### config.mk
export PLATFORM = sky130hd
export DESIGN_NAME = snd_evt_irq_ctrl
export DESIGN_NICKNAME = d
export VERILOG_FILES = /design/src/rtl/snd_irq_pkg.sv /design/src/rtl/evt_pending_unit.sv /design/src/rtl/run_ctrl_unit.sv /design/src/rtl/scratch_regs.sv /design/src/rtl/snd_evt_irq_ctrl.sv
export SDC_FILE = /design/constraint.sdc
export NUM_CORES = 1
export LEC_CHECK = 0
export ABC_AREA = 1
export BUFFER_PORTS_ARGS = -buffer_cell sky130_fd_sc_hd__buf_2
export CAP_MARGIN = 30
export CORE_MARGIN = 1
export CORE_UTILIZATION = 40
export CTS_BUF_LIST = sky130_fd_sc_hd__clkbuf_2 sky130_fd_sc_hd__clkbuf_4 sky130_fd_sc_hd__clkbuf_8
export DETAILED_ROUTE_END_ITERATION = 10
export HOLD_SLACK_MARGIN = 0.15
export PLACE_DENSITY = 0.57
export SYNTH_ARGS = -nofsm -noshare
export SYNTH_HDL_FRONTEND = slang
export SYNTH_SLANG_ARGS = --single-unit
### constraint.sdc
create_clock -name clk -period 5.66 [get_ports clk]
set_clock_uncertainty 0.15 [all_clocks]
set_input_delay 0.849 -clock clk [delete_from_list [all_inputs] [get_ports clk]]
set_output_delay 0.849 -clock clk [all_outputs]
set_load 0.03 [all_outputs]
### src/rtl/snd_irq_pkg.sv
package snd_irq_pkg;

    localparam int N_EVT    = 8;
    localparam int EVT_W    = $clog2(N_EVT);
    localparam int DATA_W   = 32;
    localparam int ADDR_W   = 3;
    localparam int N_REGS   = 1 << ADDR_W;
    localparam int CLR_DIV  = 4;
    localparam int CNT_W    = $clog2(CLR_DIV);

    localparam logic [ADDR_W-1:0] A_CLEAR = ADDR_W'(0);
    localparam logic [ADDR_W-1:0] A_CUR   = ADDR_W'(1);
    localparam logic [ADDR_W-1:0] A_RUN   = ADDR_W'(2);
    localparam int FIRST_SCRATCH = 3;
    localparam int N_SCRATCH     = N_REGS - FIRST_SCRATCH;

    typedef logic [N_EVT-1:0]  evt_mask_t;
    typedef logic [DATA_W-1:0] word_t;

    typedef struct packed {
        logic              en;
        logic [ADDR_W-1:0] addr;
        word_t             data;
    } wr_req_t;

    // index of the lowest set bit; N_EVT when none is set
    function automatic int lowest_set(input evt_mask_t m);
        int idx;
        idx = N_EVT;
        for (int i = N_EVT - 1; i >= 0; i--) begin
            if (m[i]) idx = i;
        end
        return idx;
    endfunction

    function automatic evt_mask_t drop_lowest(input evt_mask_t m);
        return m & (m - evt_mask_t'(1));
    endfunction

endpackage

### src/rtl/evt_pending_unit.sv
module evt_pending_unit
    import snd_irq_pkg::*;
(
    input  logic      clk,
    input  logic      rst,
    input  evt_mask_t req,
    input  logic      clr_wr,
    input  logic      cur_wr,
    input  word_t     cur_wdata,
    output word_t     cur_q,
    output logic      fiq_q
);

    evt_mask_t          pend_q, pend_n;
    logic [CNT_W-1:0]   cnt_q, cnt_n;
    word_t              cur_n;
    logic               fiq_n;
    logic               eff_clr;
    evt_mask_t          after_clr;

    always_comb begin
        cnt_n   = cnt_q;
        eff_clr = 1'b0;
        if (clr_wr) begin
            if (cnt_q == CNT_W'(CLR_DIV - 1)) begin
                cnt_n   = '0;
                eff_clr = 1'b1;
            end else begin
                cnt_n = cnt_q + CNT_W'(1);
            end
        end
    end

    always_comb begin
        cur_n     = cur_wr ? cur_wdata : cur_q;
        fiq_n     = fiq_q;
        after_clr = pend_q;
        if (eff_clr) begin
            after_clr = drop_lowest(pend_q);
            if (after_clr != '0)
                cur_n = word_t'(lowest_set(after_clr));
            else
                fiq_n = 1'b0;
        end
        pend_n = after_clr | req;
        for (int e = 0; e < N_EVT; e++) begin
            if (req[e]) begin
                fiq_n = 1'b1;
                if (cur_n == '0 || word_t'(e) < cur_n)
                    cur_n = word_t'(e);
            end
        end
    end

    always_ff @(posedge clk) begin
        if (rst) begin
            pend_q <= '0;
            cnt_q  <= '0;
            cur_q  <= '0;
            fiq_q  <= 1'b0;
        end else begin
            pend_q <= pend_n;
            cnt_q  <= cnt_n;
            cur_q  <= cur_n;
            fiq_q  <= fiq_n;
        end
    end

    // interrupt line mirrors a non-empty mask
    a_r7_fiq_tracks_mask: assert property (@(posedge clk) disable iff (rst)
        fiq_q == (pend_q != '0));

    // counter stays within the divider range
    a_r4_cnt_in_range: assert property (@(posedge clk) disable iff (rst)
        int'(cnt_q) < CLR_DIV);

    // every request bit is pending one cycle later
    generate
        for (genvar k = 0; k < N_EVT; k++) begin : g_req_chk
            a_r1_req_lands: assert property (@(posedge clk) disable iff (rst)
                req[k] |=> pend_q[k]);
        end
    endgenerate

    // an effective clear with no request retires exactly one bit
    a_r5_one_bit_retired: assert property (@(posedge clk) disable iff (rst)
        (eff_clr && req == '0 && pend_q != '0) |=>
            $countones(pend_q) == $countones($past(pend_q)) - 1);

    // the first three clear writes leave the mask unchanged
    a_r4_no_early_clear: assert property (@(posedge clk) disable iff (rst)
        (clr_wr && !eff_clr && req == '0) |=> $stable(pend_q));

endmodule

### src/rtl/run_ctrl_unit.sv
module run_ctrl_unit
    import snd_irq_pkg::*;
(
    input  logic  clk,
    input  logic  rst,
    input  logic  run_wr,
    input  word_t run_wdata,
    output word_t run_q,
    output logic  core_rst_q
);

    logic start_edge;

    assign start_edge = run_wr && run_q[0] && !run_wdata[0];

    always_ff @(posedge clk) begin
        if (rst) begin
            run_q      <= word_t'(1);
            core_rst_q <= 1'b0;
        end else begin
            core_rst_q <= start_edge;
            if (run_wr) run_q <= run_wdata;
        end
    end

    // reset pulse lasts a single cycle
    a_r8_pulse_single: assert property (@(posedge clk) disable iff (rst)
        core_rst_q |=> !core_rst_q);

    // pulse only follows a release of the hold bit
    a_r8_pulse_on_release: assert property (@(posedge clk) disable iff (rst)
        core_rst_q |-> (!run_q[0] && $past(run_q[0])));

endmodule

### src/rtl/scratch_regs.sv
module scratch_regs
    import snd_irq_pkg::*;
(
    input  logic              clk,
    input  logic              rst,
    input  wr_req_t           wr,
    input  logic [ADDR_W-1:0] rd_addr,
    output word_t             rd_word
);

    word_t store_q [N_SCRATCH];

    generate
        for (genvar s = 0; s < N_SCRATCH; s++) begin : g_slot
            localparam logic [ADDR_W-1:0] SLOT_ADDR = ADDR_W'(FIRST_SCRATCH + s);
            always_ff @(posedge clk) begin
                if (rst)
                    store_q[s] <= '0;
                else if (wr.en && wr.addr == SLOT_ADDR)
                    store_q[s] <= wr.data;
            end
        end
    endgenerate

    always_comb begin
        rd_word = '0;
        for (int s = 0; s < N_SCRATCH; s++) begin
            if (rd_addr == ADDR_W'(FIRST_SCRATCH + s)) rd_word = store_q[s];
        end
    end

endmodule

### src/rtl/snd_evt_irq_ctrl.sv
module snd_evt_irq_ctrl
    import snd_irq_pkg::*;
(
    input  logic              clk,
    input  logic              rst,
    input  logic [N_EVT-1:0]  evt_req,
    input  logic              wr_en,
    input  logic [ADDR_W-1:0] wr_addr,
    input  logic [DATA_W-1:0] wr_data,
    input  logic [ADDR_W-1:0] rd_addr,
    output logic [DATA_W-1:0] rd_data,
    output logic              fiq_o,
    output logic              core_rst_o,
    output logic              core_run_o
);

    wr_req_t wr;
    word_t   cur_q, run_q, scr_word;
    logic    clr_wr, cur_wr, run_wr;

    assign wr     = '{en: wr_en, addr: wr_addr, data: wr_data};
    assign clr_wr = wr.en && wr.addr == A_CLEAR;
    assign cur_wr = wr.en && wr.addr == A_CUR;
    assign run_wr = wr.en && wr.addr == A_RUN;

    evt_pending_unit u_pend (
        .clk       (clk),
        .rst       (rst),
        .req       (evt_req),
        .clr_wr    (clr_wr),
        .cur_wr    (cur_wr),
        .cur_wdata (wr.data),
        .cur_q     (cur_q),
        .fiq_q     (fiq_o)
    );

    run_ctrl_unit u_run (
        .clk        (clk),
        .rst        (rst),
        .run_wr     (run_wr),
        .run_wdata  (wr.data),
        .run_q      (run_q),
        .core_rst_q (core_rst_o)
    );

    scratch_regs u_scr (
        .clk     (clk),
        .rst     (rst),
        .wr      (wr),
        .rd_addr (rd_addr),
        .rd_word (scr_word)
    );

    assign core_run_o = ~run_q[0];

    always_comb begin
        case (rd_addr)
            A_CLEAR: rd_data = '0;
            A_CUR:   rd_data = cur_q;
            A_RUN:   rd_data = run_q;
            default: rd_data = scr_word;
        endcase
    end

    // run output is the inverse of the hold bit
    a_r8_run_follows_hold: assert property (@(posedge clk) disable iff (rst)
        core_run_o != run_q[0]);

    // clear address always reads zero
    a_r9_clear_reads_zero: assert property (@(posedge clk) disable iff (rst)
        (rd_addr == A_CLEAR) |-> rd_data == '0);

endmodule

# Yosys cells after proc, flatten, opt, wreduce, memory -nomap -nowiden
# Memories as Yosys holds them, arrays and structs flattened.
# Index checks and enable logic that the tools add are counted.
# totals
in_bits	49
mem_bits_rw	160
memories	1
ff_bits	76
elab_cells	142
output_inout_bits	35
# classes
reduce_logical	32
eq_ne	16
order_cmp	8
n_mux	69
bitwise	8
add_sub_neg	2
# mem_list
name	words	width	read_ports	rd_ports_with_merged_regs	wr	line_no	text
u_scr.store_q	5	32	5	0	5	scratch_regs.sv:11	word_t store_q [N_SCRATCH];
# ops
op	n
$mux W32	29
$logic_not A32 Y1	8
$lt A3 B32 Y1 const A	4
$pmux W32 S3	1
$lt A1 B32 Y1 const A	2
$lt A2 B32 Y1 const A	2
$mux W4	8
$mux W1	29
$eq A3 B3 Y1 const B	8
$eq A3 B2 Y1 const B	4
$logic_and A1 B1 Y1	10
$ne A9 B9 Y1 const B	1
$reduce_bool A9 Y1	1
$and A8 B8 Y8	1
$logic_or A1 B1 Y1	8
$mux W8	1
$or A8 B8 Y8	1
$reduce_bool A8 Y1	1
$sub A8 B1 Y8 const B	1
$eq A3 B1 Y1 const B	2
$logic_not A3 Y1	2
$or A1 B1 Y1	5
$add A2 B1 Y2 const B	1
$eq A2 B2 Y1 const B	1
other kinds (4)	4

# Logic depth before layout (Yosys ltp)
# Gate-level depths: netlist of run 1.
# depth
word_depth	44
depth_mapped	38
mapped_depth_nobuf	36

# Cells and area by module
# A second synthesis of run 1 with hierarchy kept.
# unflattened
cells_unflattened	1741
area_unflattened_um2	13569.3
# modules_own_cells
module	seq_area_each_um2	area_each_um2	cells_per_inst	instances
scratch_regs	4804.6	7309.5	729	1
evt_pending_unit	860.8	3742.3	651	1
run_ctrl_unit	660.6	1351.3	205	1
snd_evt_irq_ctrl	0.0	1166.1	156	1

# Worst setup path after synthesis of run 1
# OpenSTA, ideal clock, no wires.
# synth_timing
path_kind	input-to-reg
from	in wr_en
to	reg u_pend.cur_q[22]
setup_ps	116
stages	35
setup_slack_ps	1353
t_arrival_ps	4040
required_time_ps	5394
n_path_buf	4
cell_sequence	inv_2 nor2_4 nand2_1 nor2_4 nand2_2 buf_6 buf_8 o211ai_1 nand2_1 nor2_2 inv_1 nor2_2 nand3_1 nand2_1 nand2_2 nand2_1 nand4_1 a21oi_1 nand4_2 nand2_4 nand3_1 nand3_2 o21bai_4 o31ai_1 nand4_2 nand2_2 buf_6 nand3_1 nand3_1 nor2_2 nand2_2 nand2_2 nand2_4 buf_8 nor2_4
# synth_via
elab_chain_cells	36
word_cells_on_any_way	46
classes_between	order compare (8); mux (20); reduce/logical (18)
# synth_lines
element	line_no	text
from (decl)	snd_evt_irq_ctrl.sv:7	input logic wr_en,
$logic_and A1 B1 Y1	snd_evt_irq_ctrl.sv:23	assign cur_wr = wr.en && wr.addr == A_CUR;
$mux W32	evt_pending_unit.sv:35	cur_n = cur_wr ? cur_wdata : cur_q;
$mux W32	evt_pending_unit.sv:40	if (after_clr != '0)
$mux W32 (*)	evt_pending_unit.sv:38	if (eff_clr) begin
$lt A1 B32 Y1 or $logic_not A32 Y1 (tied branches)	evt_pending_unit.sv:49	if (cur_n == '0 || word_t'(e) < cur_n)
$logic_or A1 B1 Y1	evt_pending_unit.sv:49	
$mux W32	evt_pending_unit.sv:49	
$mux W32 (*)	evt_pending_unit.sv:47	if (req[e]) begin
(+20 left out)	n/a	
$lt A3 B32 Y1 or $logic_not A32 Y1 (tied branches)	evt_pending_unit.sv:49	
$logic_or A1 B1 Y1	evt_pending_unit.sv:49	
$mux W32	evt_pending_unit.sv:49	
$mux W32 (*)	evt_pending_unit.sv:47	
$lt A3 B32 Y1 or $logic_not A32 Y1 (tied branches)	evt_pending_unit.sv:49	
$logic_or A1 B1 Y1	evt_pending_unit.sv:49	
$mux W32	evt_pending_unit.sv:49	
$mux W32 (*)	evt_pending_unit.sv:47	
to (signal assigned)	evt_pending_unit.sv:64	cur_q <= cur_n;
to (decl)	evt_pending_unit.sv:10	output word_t cur_q,
# Mark *: on every way between the ends. The rest lies on a longest branch, timed or not.
# A chain may end at the register's enable or synchronous reset.

# Worst setup path in the final report of run 1
# layout_timing
from	reg u_pend.pend_q[0]
to	reg u_pend.cur_q[8]
# layout_via
elab_chain_cells	44
word_cells_on_any_way	53
classes_between	add/sub (1); order compare (8); mux (26); bitwise (1); reduce/logical (17)
# layout_lines
element	line_no	text
from (decl)	evt_pending_unit.sv:14	evt_mask_t pend_q, pend_n;
from (signal assigned)	evt_pending_unit.sv:62	pend_q <= pend_n;
$sub A8 B1 Y8	snd_irq_pkg.sv:37	return m & (m - evt_mask_t'(1));
$and A8 B8 Y8 (*)	snd_irq_pkg.sv:37	
$mux W4 (8 in a row)	snd_irq_pkg.sv:31	if (m[i]) idx = i;
$mux W32 (*)	evt_pending_unit.sv:40	
$mux W32 (*)	evt_pending_unit.sv:38	
$lt A1 B32 Y1 or $logic_not A32 Y1 (tied branches)	evt_pending_unit.sv:49	
$logic_or A1 B1 Y1	evt_pending_unit.sv:49	
$mux W32	evt_pending_unit.sv:49	
(+21 left out)	n/a	
$lt A3 B32 Y1 or $logic_not A32 Y1 (tied branches)	evt_pending_unit.sv:49	
$logic_or A1 B1 Y1	evt_pending_unit.sv:49	
$mux W32	evt_pending_unit.sv:49	
$mux W32 (*)	evt_pending_unit.sv:47	
$lt A3 B32 Y1 or $logic_not A32 Y1 (tied branches)	evt_pending_unit.sv:49	
$logic_or A1 B1 Y1	evt_pending_unit.sv:49	
$mux W32	evt_pending_unit.sv:49	
$mux W32 (*)	evt_pending_unit.sv:47	
# Marks and branches as above.

==> results of run 1 <==
[critical path: cells and delay by family, from the launching register on]
kind	cells	cell delay, ps
simple gates	29	3260
buf+inv	2	590
compound gates	5	630
flops	1	350
[area by class of cell]
| cell class | count | area [µm²] |
|---|---|---|
| inverter | 144 | 541 |
| clock inverter | 8 | 67.6 |
| clock buffer | 67 | 810 |
| fill | 2915 | 15500 |
| timing repair buffer | 111 | 638 |
| tap | 384 | 480 |
| multi-input combinational | 901 | 4770 |
| sequential | 236 | 6330 |
[per-stage QoR]
stage	utilization	worst slack [ps]	hold slack, ps	cell area (µm²)	total power [mW]
final	0.469	544	331	13600	4.11
after global routing	0.469	23.6	357	13600	4.26
after CTS	0.469	585	336	13600	4.13
after detailed placement	0.438	132	327	12800	2.49
after global placement	0.438	298	317	12800	2.49
after floorplan	-	1350	309	12000	2.32
[cells in the final DEF (no fill, tap or decap), types with 18 or more instances in the layout]
master / instances
clkbuf_4: 18
nor2_1: 296
nor2_4: 25
buf_2: 83
buf_4: 27
a32o_1: 32
dfxtp_1: 76
clkbuf_8: 49
o2111ai_1: 34
nand4_1: 31
o21ai_0: 57
a221oi_1: 32
edfxtp_1: 160
inv_1: 138
nand3_1: 39
nand2_1: 210
a21oi_1: 47
[layer usage]
layer	GRT usage	up-vias	wire, µm
met3	0.0405	73	3500
met1	0.387	5020	17900
li1	-	4848	-
met2	0.401	514	17700
met4	0.0906	0	1250
met5	0	-	0
[registers in the layout, indices dropped and copies added (netlist names)]
register and count:
u_scr.store_q 160, u_pend.cur_q 32, u_run.run_q 32, u_pend.pend_q 8
u_pend.cnt_q 2, u_pend.fiq_q 1, u_run.core_rst_q 1
[logic make-up after synthesis]
logic type / Yosys count / synth area share
fa+ha+maj: 1 / 0.00104
buf+inv: 231 / 0.0785
compound gates: 243 / 0.146
simple gates: 657 / 0.246
flops: 236 / 0.528
[power by group through the flow]
stage	Clock (mW)	Combinational, mW	Sequential (mW)
after floorplan	0	0.323	2.00
after global placement	0	0.492	2.00
after detailed placement	0	0.493	2.00
after CTS	1.67	0.496	1.96
after global routing	1.75	0.536	1.97
final	1.65	0.498	1.96
[worst min path at each step]
stage	endpoint	slack, ps	depth (start not counted)
global placement	u_run.core_rst_q$_SDFF_PP0_	320	2
finish	u_run.core_rst_q$_SDFF_PP0_	330	2
global route	u_run.core_rst_q$_SDFF_PP0_	360	2
floorplan	u_pend.cnt_q[1]$_SDFFE_PP0P_	310	2
CTS	u_run.core_rst_q$_SDFF_PP0_	340	2
detailed placement	u_run.core_rst_q$_SDFF_PP0_	330	2
==> impl_metrics.toml, run 1 <==
[global_routing]
grt_max_degree = 61
grt_pass1_wl_um = 61100
grt.total_usage = 0.266
antenna_found_initial = 0
first_global_vias = 10000
grt-ovfl-total = 0

[pwr]
p_clk_frac = 0.402
ir_drop_uv = 193
p_seq_frac = 0.477
p_int_mw = 3.01
swShare = 0.268
p_per_area_nw_per_um2 = 302
power.leakage_nw = 5.47
p_comb_frac = 0.121
power.switching_mw = 1.10

[timing]
min_period_over_period = 0.904
setup_viol = 0
setup_tns_ps = 0
final_hold_viol_count = 0
max_freq_ghz = 0.195
rsz0062_at_grt = "no"
worstMarginPinSlew_ps = 933
relSlewSlack = 0.377
min_period_ps = 5120
final_max_slew_viol_count = 0

[yosys]
syn_nets = 1418
synth_warnings = 0
synth_seq_area_share = 0.528
avgSynthCellArea_um2 = 8.75
ys_ff_latch = 236
ys.flop_type = "edfxtp_1"
synth_commonest_cells = "nor2_1 (301), nand2_1 (210), edfxtp_1 (160)"
synth_area_um2 = 12000
synth.area.top_cells = "edfxtp_1 (40%), dfxtp_1 (13%), nor2_1 (9.4%), nand2_1 (6.6%), inv_1 (4.4%)"
synth_edf_count = 160
syn_inst = 1368
synth_top_cell_by_area = "edfxtp_1"
synth_top_area_frac = 0.401
synthArstFlopShare = 0
synth_most_common_cell = "nor2_1"
yosysUniqueCellTypes = 48

[clocking]
post_cts_buffers = 0
cts_tree = "yes"
cts_sinks = 236
cts_made_buffers = 41
cts_max_level = 2
cts_buffer_depth = 3
clock_latency_ps = 530
cts_resized = 0
cts_hold_buf = 0
cts_root_buf = "clkbuf_8"
clk_pin_slew_ps = 60

[floorplanning]
die_h_um = 175
core_um2 = 29100
ios = 84
fp.dieArea_um2 = 30600
rows = 62
die_x_um = 175
initial_core_util = 0.412

[cells_and_area]
drive_gt1_frac = 0.174
fin_nets = 1485
n_antenna_cell = 0
area_growth_pct = 13.8
fin_cells = 1851

[worst_setup_path]
critPathMostFrequentCell = "nand2_2"
crit_start = "u_pend.pend_q[0]$_SDFF_PP0_"
r2r-start = "u_pend.pend_q[0]$_SDFF_PP0_"
critical_path.startpoint_type = "register"
slowest_delay_ps = 350
rrSetupSlack_ps = 540
end_kind = "register"
required_ps = 5930
cp_slowest_cell = "dfxtp_1"
arrival_ps = 5390
reg2reg_to = "u_pend.cur_q[8]$_SDFF_PP0_"
path_class = "reg -> reg"
ff2ff_path_depth = 36
cp-endpoint = "u_pend.cur_q[8]$_SDFF_PP0_"
cp_max_fo = 38

[placed_design]
dpl.cell_count = 1776
finalWeightedCongestion = 0.965
hpwl_um = 26800
port_buffers = 83

[detailed_routing]
drcViolationCount = 0
first_iter_violations = 1166
wl_per_cell_um = 21.8
vias_per_cell = 5.65
final_antenna_net_count = 0
dr.pass1.iters = 5
route.vias.total = 10455
wirelength_um = 40400

[job]
maxCapViolCount = 0

[min_path]
worstHoldPathType = "reg -> reg"
hp-start = "u_run.run_q[0]$_SDFFE_PP1P_"

[status]
outcome = "finished clean"
No activity file was read; power rests on OpenSTA's default activity.
==> run 2: changes to the inputs <==
Settings changed: RECOVER_POWER from default to 50.
Clock period 5.66 ns to 6.1 ns, I/O delays scaled along.
==> run 2 against run 1 <==
Utilization is 0.15 points lower. Critical path type is now in -> reg. Critical endpoint is now u_pend.cur_q[11]$_SDFF_PP0_. The run now ends with capacitance limit, slew limit left. Via count is 0.77% higher. Worst hold slack better by 21 ps. Die area stayed put. Critical path depth is 3 lower. Non-clock buffer count is 1 lower. Flip-flop and latch count stayed put. Global-route usage is 0.37 points lower. Clock power is 7% lower. Setup slack better by 180 ps. Final cell count hardly changed. Count of clock-buffer cells in the layout is 5 lower.
==> impl_metrics.toml, run 2 (synthesized netlist as in run 1, its figures left out) <==
[status]
outcome = "complete, but fails checks"
violations = "capacitance limit, slew limit"

[worst_setup_path]
rrSetupSlack_ps = 800
cpLargestDelayFamily = "simple AND/OR/NAND/NOR gates"
critPathMostFrequentCell = "nand2_2"
cp_num_buf_inv = 4
reg2reg_to = "u_pend.cur_q[11]$_SDFF_PP0_"
end_kind = "register"
slowest_delay_ps = 440
critical_path.startpoint_type = "input port"
ff2ff_path_depth = 35
required_ps = 6390
cp_max_fo = 28
arrival_ps = 5670
crit_start = "wr_addr[1]"
r2r-start = "u_pend.pend_q[0]$_SDFF_PP0_"
path_class = "in -> reg"
cp_slowest_cell = "nand2_4"

[cells_and_area]
fin_nets = 1484
fin_cells = 1852
largest_reg_flops = 160
fillers = 2929
area_growth_pct = 13.5
mostFrequentLayoutCells = "nor2_1 (296), nand2_1 (210), edfxtp_1 (160)"
drive_gt1_frac = 0.162
layout_commonest_cell = "nor2_1"
top_register = "u_scr.store_q"
reg_top3 = "u_scr.store_q x160, u_pend.cur_q x32, u_run.run_q x32"

[timing]
min_period_ps = 5380
worstMarginPinSlew_ps = 2930
final_max_slew_viol_count = 345
fin_ws_ps = 723
max_freq_ghz = 0.186
final_hold_viol_count = 0
relSlewSlack = -0.953
rsz0062_at_grt = "no"
setup_viol = 0
min_period_over_period = 0.881
setup_tns_ps = 0

[global_routing]
grt_pass1_wl_um = 59800
grt.total_usage = 0.262
grt-ovfl-total = 0
grt_max_degree = 65
use_met2 = 0.383
first_global_vias = 9680
antenna_found_initial = 2
grt_most_used_layer = "met1"
grt_util_met1 = 0.394
met3_usage = 0.0400

[clocking]
cts_root_buf = "clkbuf_8"
clk_pin_slew_ps = 60
cts_made_buffers = 41
cts_buffer_depth = 3
cts_hold_buf = 0
cts_tree = "yes"
clock_latency_ps = 550
cts_sinks = 236
cts_max_level = 2
cts_resized = 0
post_cts_buffers = 0

[job]
maxCapViolCount = 9

[detailed_routing]
final_antenna_net_count = 0
route.vias.total = 10535
vias_per_cell = 5.69
wirelength_um = 40500
wl_per_cell_um = 21.9
drcViolationCount = 0
dr.pass1.iters = 5
first_iter_violations = 1139

[pwr]
swShare = 0.272
p_comb_frac = 0.121
p_clk_frac = 0.402
p_seq_frac = 0.477
power.leakage_nw = 5.41
p_int_mw = 2.78
power.switching_mw = 1.04
ir_drop_uv = 174
p_per_area_nw_per_um2 = 281

[floorplanning]
core_um2 = 29100
ios = 84
rows = 62
initial_core_util = 0.412
die_h_um = 175
fp.dieArea_um2 = 30600
die_x_um = 175

[placed_design]
dpl.cell_count = 1775
hpwl_um = 26700
port_buffers = 83
finalWeightedCongestion = 0.946
place_ws_ps = 275

[min_path]
worstHoldPathType = "reg -> reg"
hold_end = "u_run.core_rst_q$_SDFF_PP0_"
min_path_cells = 2
hp-start = "u_run.run_q[0]$_SDFFE_PP1P_"
[run 2: through the flow]
stage	hold WS (ps)	cell area [µm²]	power, mW	utilization
after floorplan	309	12000	2.15	-
after global placement	322	12700	2.31	0.437
after detailed placement	342	12800	2.31	0.438
after CTS	359	13600	3.84	0.468
after global routing	389	13600	3.95	0.467
final	353	13600	3.82	0.467
[run 2: how the worst max path moves through the flow]
| stage | endpoint | slack [ps] | depth (start not counted) |
|---|---|---|---|
| after floorplan | u_pend.cur_q[22]$_SDFF_PP0_ | 1730 | 35 |
| after global placement | u_pend.cur_q[11]$_SDFF_PP0_ | 390 | 34 |
| after detailed placement | u_pend.cur_q[11]$_SDFF_PP0_ | 280 | 32 |
| after CTS | u_pend.cur_q[11]$_SDFF_PP0_ | 840 | 35 |
| after global routing | u_pend.cur_q[11]$_SDFF_PP0_ | 210 | 34 |
| final | u_pend.cur_q[11]$_SDFF_PP0_ | 720 | 33 |
[run 2: layout make-up]
class	count	area (µm²)	area share
Sequential cell	236	6330	0.466
Multi-Input combinational cell	901	4770	0.351
Clock buffer	62	741	0.0545
Timing Repair Buffer	110	599	0.0441
Inverter	144	541	0.0398
Tap cell	384	480	0.0354
Clock inverter	14	128	0.00939
Antenna cell	1	2.50	0.000184
[run 2: tightest hold or removal path, delay by kind of cell (launching register included)]
kind / cells / cell delay, ps
buffers and inverters: 1 / 80
flip-flops: 1 / 320
AND/OR/NAND/NOR: 1 / 50
[run 2: routing by layer]
metal / share of wire / wire length, µm / up-vias
met5: 0 / 0 / -
met4: 0.031 / 1240 / 0
met3: 0.081 / 3280 / 73
met2: 0.42 / 17100 / 480
met1: 0.47 / 18800 / 5122
li1: - / - / 4860
[run 2: power groups by stage]
stage	logic (mW)	registers (mW)	clock network, mW
2_1_floorplan	0.300	1.85	0
3_3_place_gp	0.457	1.85	0
3_5_place_dp	0.458	1.86	0
4_1_cts	0.460	1.82	1.55
5_1_grt	0.496	1.83	1.62
6_report	0.463	1.82	1.53
==> run 3: changes to the inputs <==
--- a/constraint.sdc
+++ b/constraint.sdc
@@ -3,3 +3,3 @@
 set_input_delay 0.915 -clock clk [delete_from_list [all_inputs] [get_ports clk]]
 set_output_delay 0.915 -clock clk [all_outputs]
-set_load 0.03 [all_outputs]
+set_load 0.01 [all_outputs]
==> run 3 against run 2 <==
The flow still finishes with violations (capacitance limit, slew limit). Final cell count decreased by 0.54%. Setup slack improved by 42 ps. Largest power group unchanged. Critical path depth increased by 1. Power decreased by 3.4%. Fmax increased by 0.79%. First-iteration DRC count increased by 1.1%. Largest cell class unchanged. Global-route usage increased by 0.16 points.
==> impl_metrics.toml, run 3 (synthesized netlist as in run 1, its figures left out) <==
[status]
outcome = "complete, but fails checks"
violations = "capacitance limit, slew limit"

[pwr]
power.leakage_nw = 5.36
ir_drop_uv = 194
p_per_area_nw_per_um2 = 274

[floorplanning]
fp.dieArea_um2 = 30600
ios = 84
die_h_um = 175
rows = 62
core_um2 = 29100
die_x_um = 175
initial_core_util = 0.412

[clocking]
cts_buffer_depth = 3
cts_hold_buf = 0
cts_root_buf = "clkbuf_8"
cts_made_buffers = 40
cts_sinks = 236
clk_pin_slew_ps = 60
cts_tree = "yes"
cts_max_level = 2
clock_latency_ps = 530
cts_resized = 0
post_cts_buffers = 0

[detailed_routing]
dr.pass1.iters = 5
first_iter_violations = 1151
wl_per_cell_um = 22.1
final_antenna_net_count = 0
drcViolationCount = 0
vias_per_cell = 5.67
wirelength_um = 40600
route.vias.total = 10440

[global_routing]
grt_max_degree = 65
grt_pass1_wl_um = 60300
grt.total_usage = 0.264
first_global_vias = 9883
grt-ovfl-total = 0
antenna_found_initial = 2

[worst_setup_path]
cp_max_fo = 34
end_kind = "register"
arrival_ps = 5570
slowest_delay_ps = 470
cp_slowest_cell = "nand2_4"
critical_path.startpoint_type = "input port"
path_class = "in -> reg"
required_ps = 6340

[placed_design]
port_buffers = 83
finalWeightedCongestion = 0.950
hpwl_um = 26300

[min_path]
worstHoldPathType = "reg -> reg"

[timing]
worstMarginPinSlew_ps = 2900
max_freq_ghz = 0.187
min_period_ps = 5330
final_hold_viol_count = 0
relSlewSlack = -0.936
min_period_over_period = 0.874
setup_tns_ps = 0
rsz0062_at_grt = "no"
setup_viol = 0
final_max_slew_viol_count = 340

[cells_and_area]
fin_nets = 1477
area_growth_pct = 12.4
top_register = "u_scr.store_q"
drive_gt1_frac = 0.157
reg_top3 = "u_scr.store_q x160, u_pend.cur_q x32, u_run.run_q x32"
fin_util = 0.463
multi_input_area_um2 = 4760
largest_reg_flops = 160
mostFrequentLayoutCells = "nor2_1 (297), nand2_1 (210), edfxtp_1 (160)"
regArea_um2 = 6330
n_antenna_cell = 0
layout_commonest_cell = "nor2_1"
fillers = 2878

[job]
maxCapViolCount = 9
## run 3: critical path: cells and delay by family
| kind | cells | cell delay, ps |
|---|---|---|
| and+or+nand+nor | 27 | 3600 |
| AOI/OAI and AO/OA | 4 | 550 |
| buffers and inverters | 3 | 470 |
## run 3: through the flow
stage / power (mW) / worst slack, ps / hold slack [ps] / instance area, µm² / cells
5_1_grt: 3.82 / 253 / 371 / 13500 / 1842
3_5_place_dp: 2.27 / 426 / 315 / 12700 / 1769
2_1_floorplan: 2.11 / 1730 / 309 / 12000 / 1368
3_3_place_gp: 2.27 / 574 / 325 / 12700 / 1769
6_report: 3.69 / 766 / 327 / 13500 / 1842
4_1_cts: 3.71 / 986 / 321 / 13500 / 1842
## run 3: layout make-up
type	count	share of cell area
clock inverter	10	0.00428
tap	384	0.0357
sequential	236	0.470
inverter	144	0.0402
timing repair buffer	104	0.0394
clock buffer	63	0.0565
multi-input combinational	901	0.354
## run 3: routing by layer
metal | track usage | routed length, µm | vias to the layer above
met1 | 0.393 | 18600 | 5047
met5 | 0 | 0 | -
met4 | 0.0917 | 1210 | 0
met3 | 0.0389 | 3410 | 74
li1 | - | - | 4829
met2 | 0.388 | 17400 | 490
## run 3: power by group
part,total [mW],internal (mW),switching [mW]
registers,1.82,1.80,0.0270
clock network,1.45,0.797,0.648
logic,0.420,0.113,0.307
total,3.69,2.71,0.982
## run 3: final timing paths
check                                      to  slack [ps]                        start  depth (start not counted)
hold reg to reg   u_run.core_rst_q$_SDFF_PP0_         330  u_run.run_q[0]$_SDFFE_PP1P_                          2
setup reg to reg   u_pend.cur_q[3]$_SDFF_PP0_         940  u_pend.pend_q[0]$_SDFF_PP0_                         35
setup / recovery   u_pend.cur_q[3]$_SDFF_PP0_         770                   wr_addr[1]                         34
hold / removal    u_run.core_rst_q$_SDFF_PP0_         330  u_run.run_q[0]$_SDFFE_PP1P_                          2
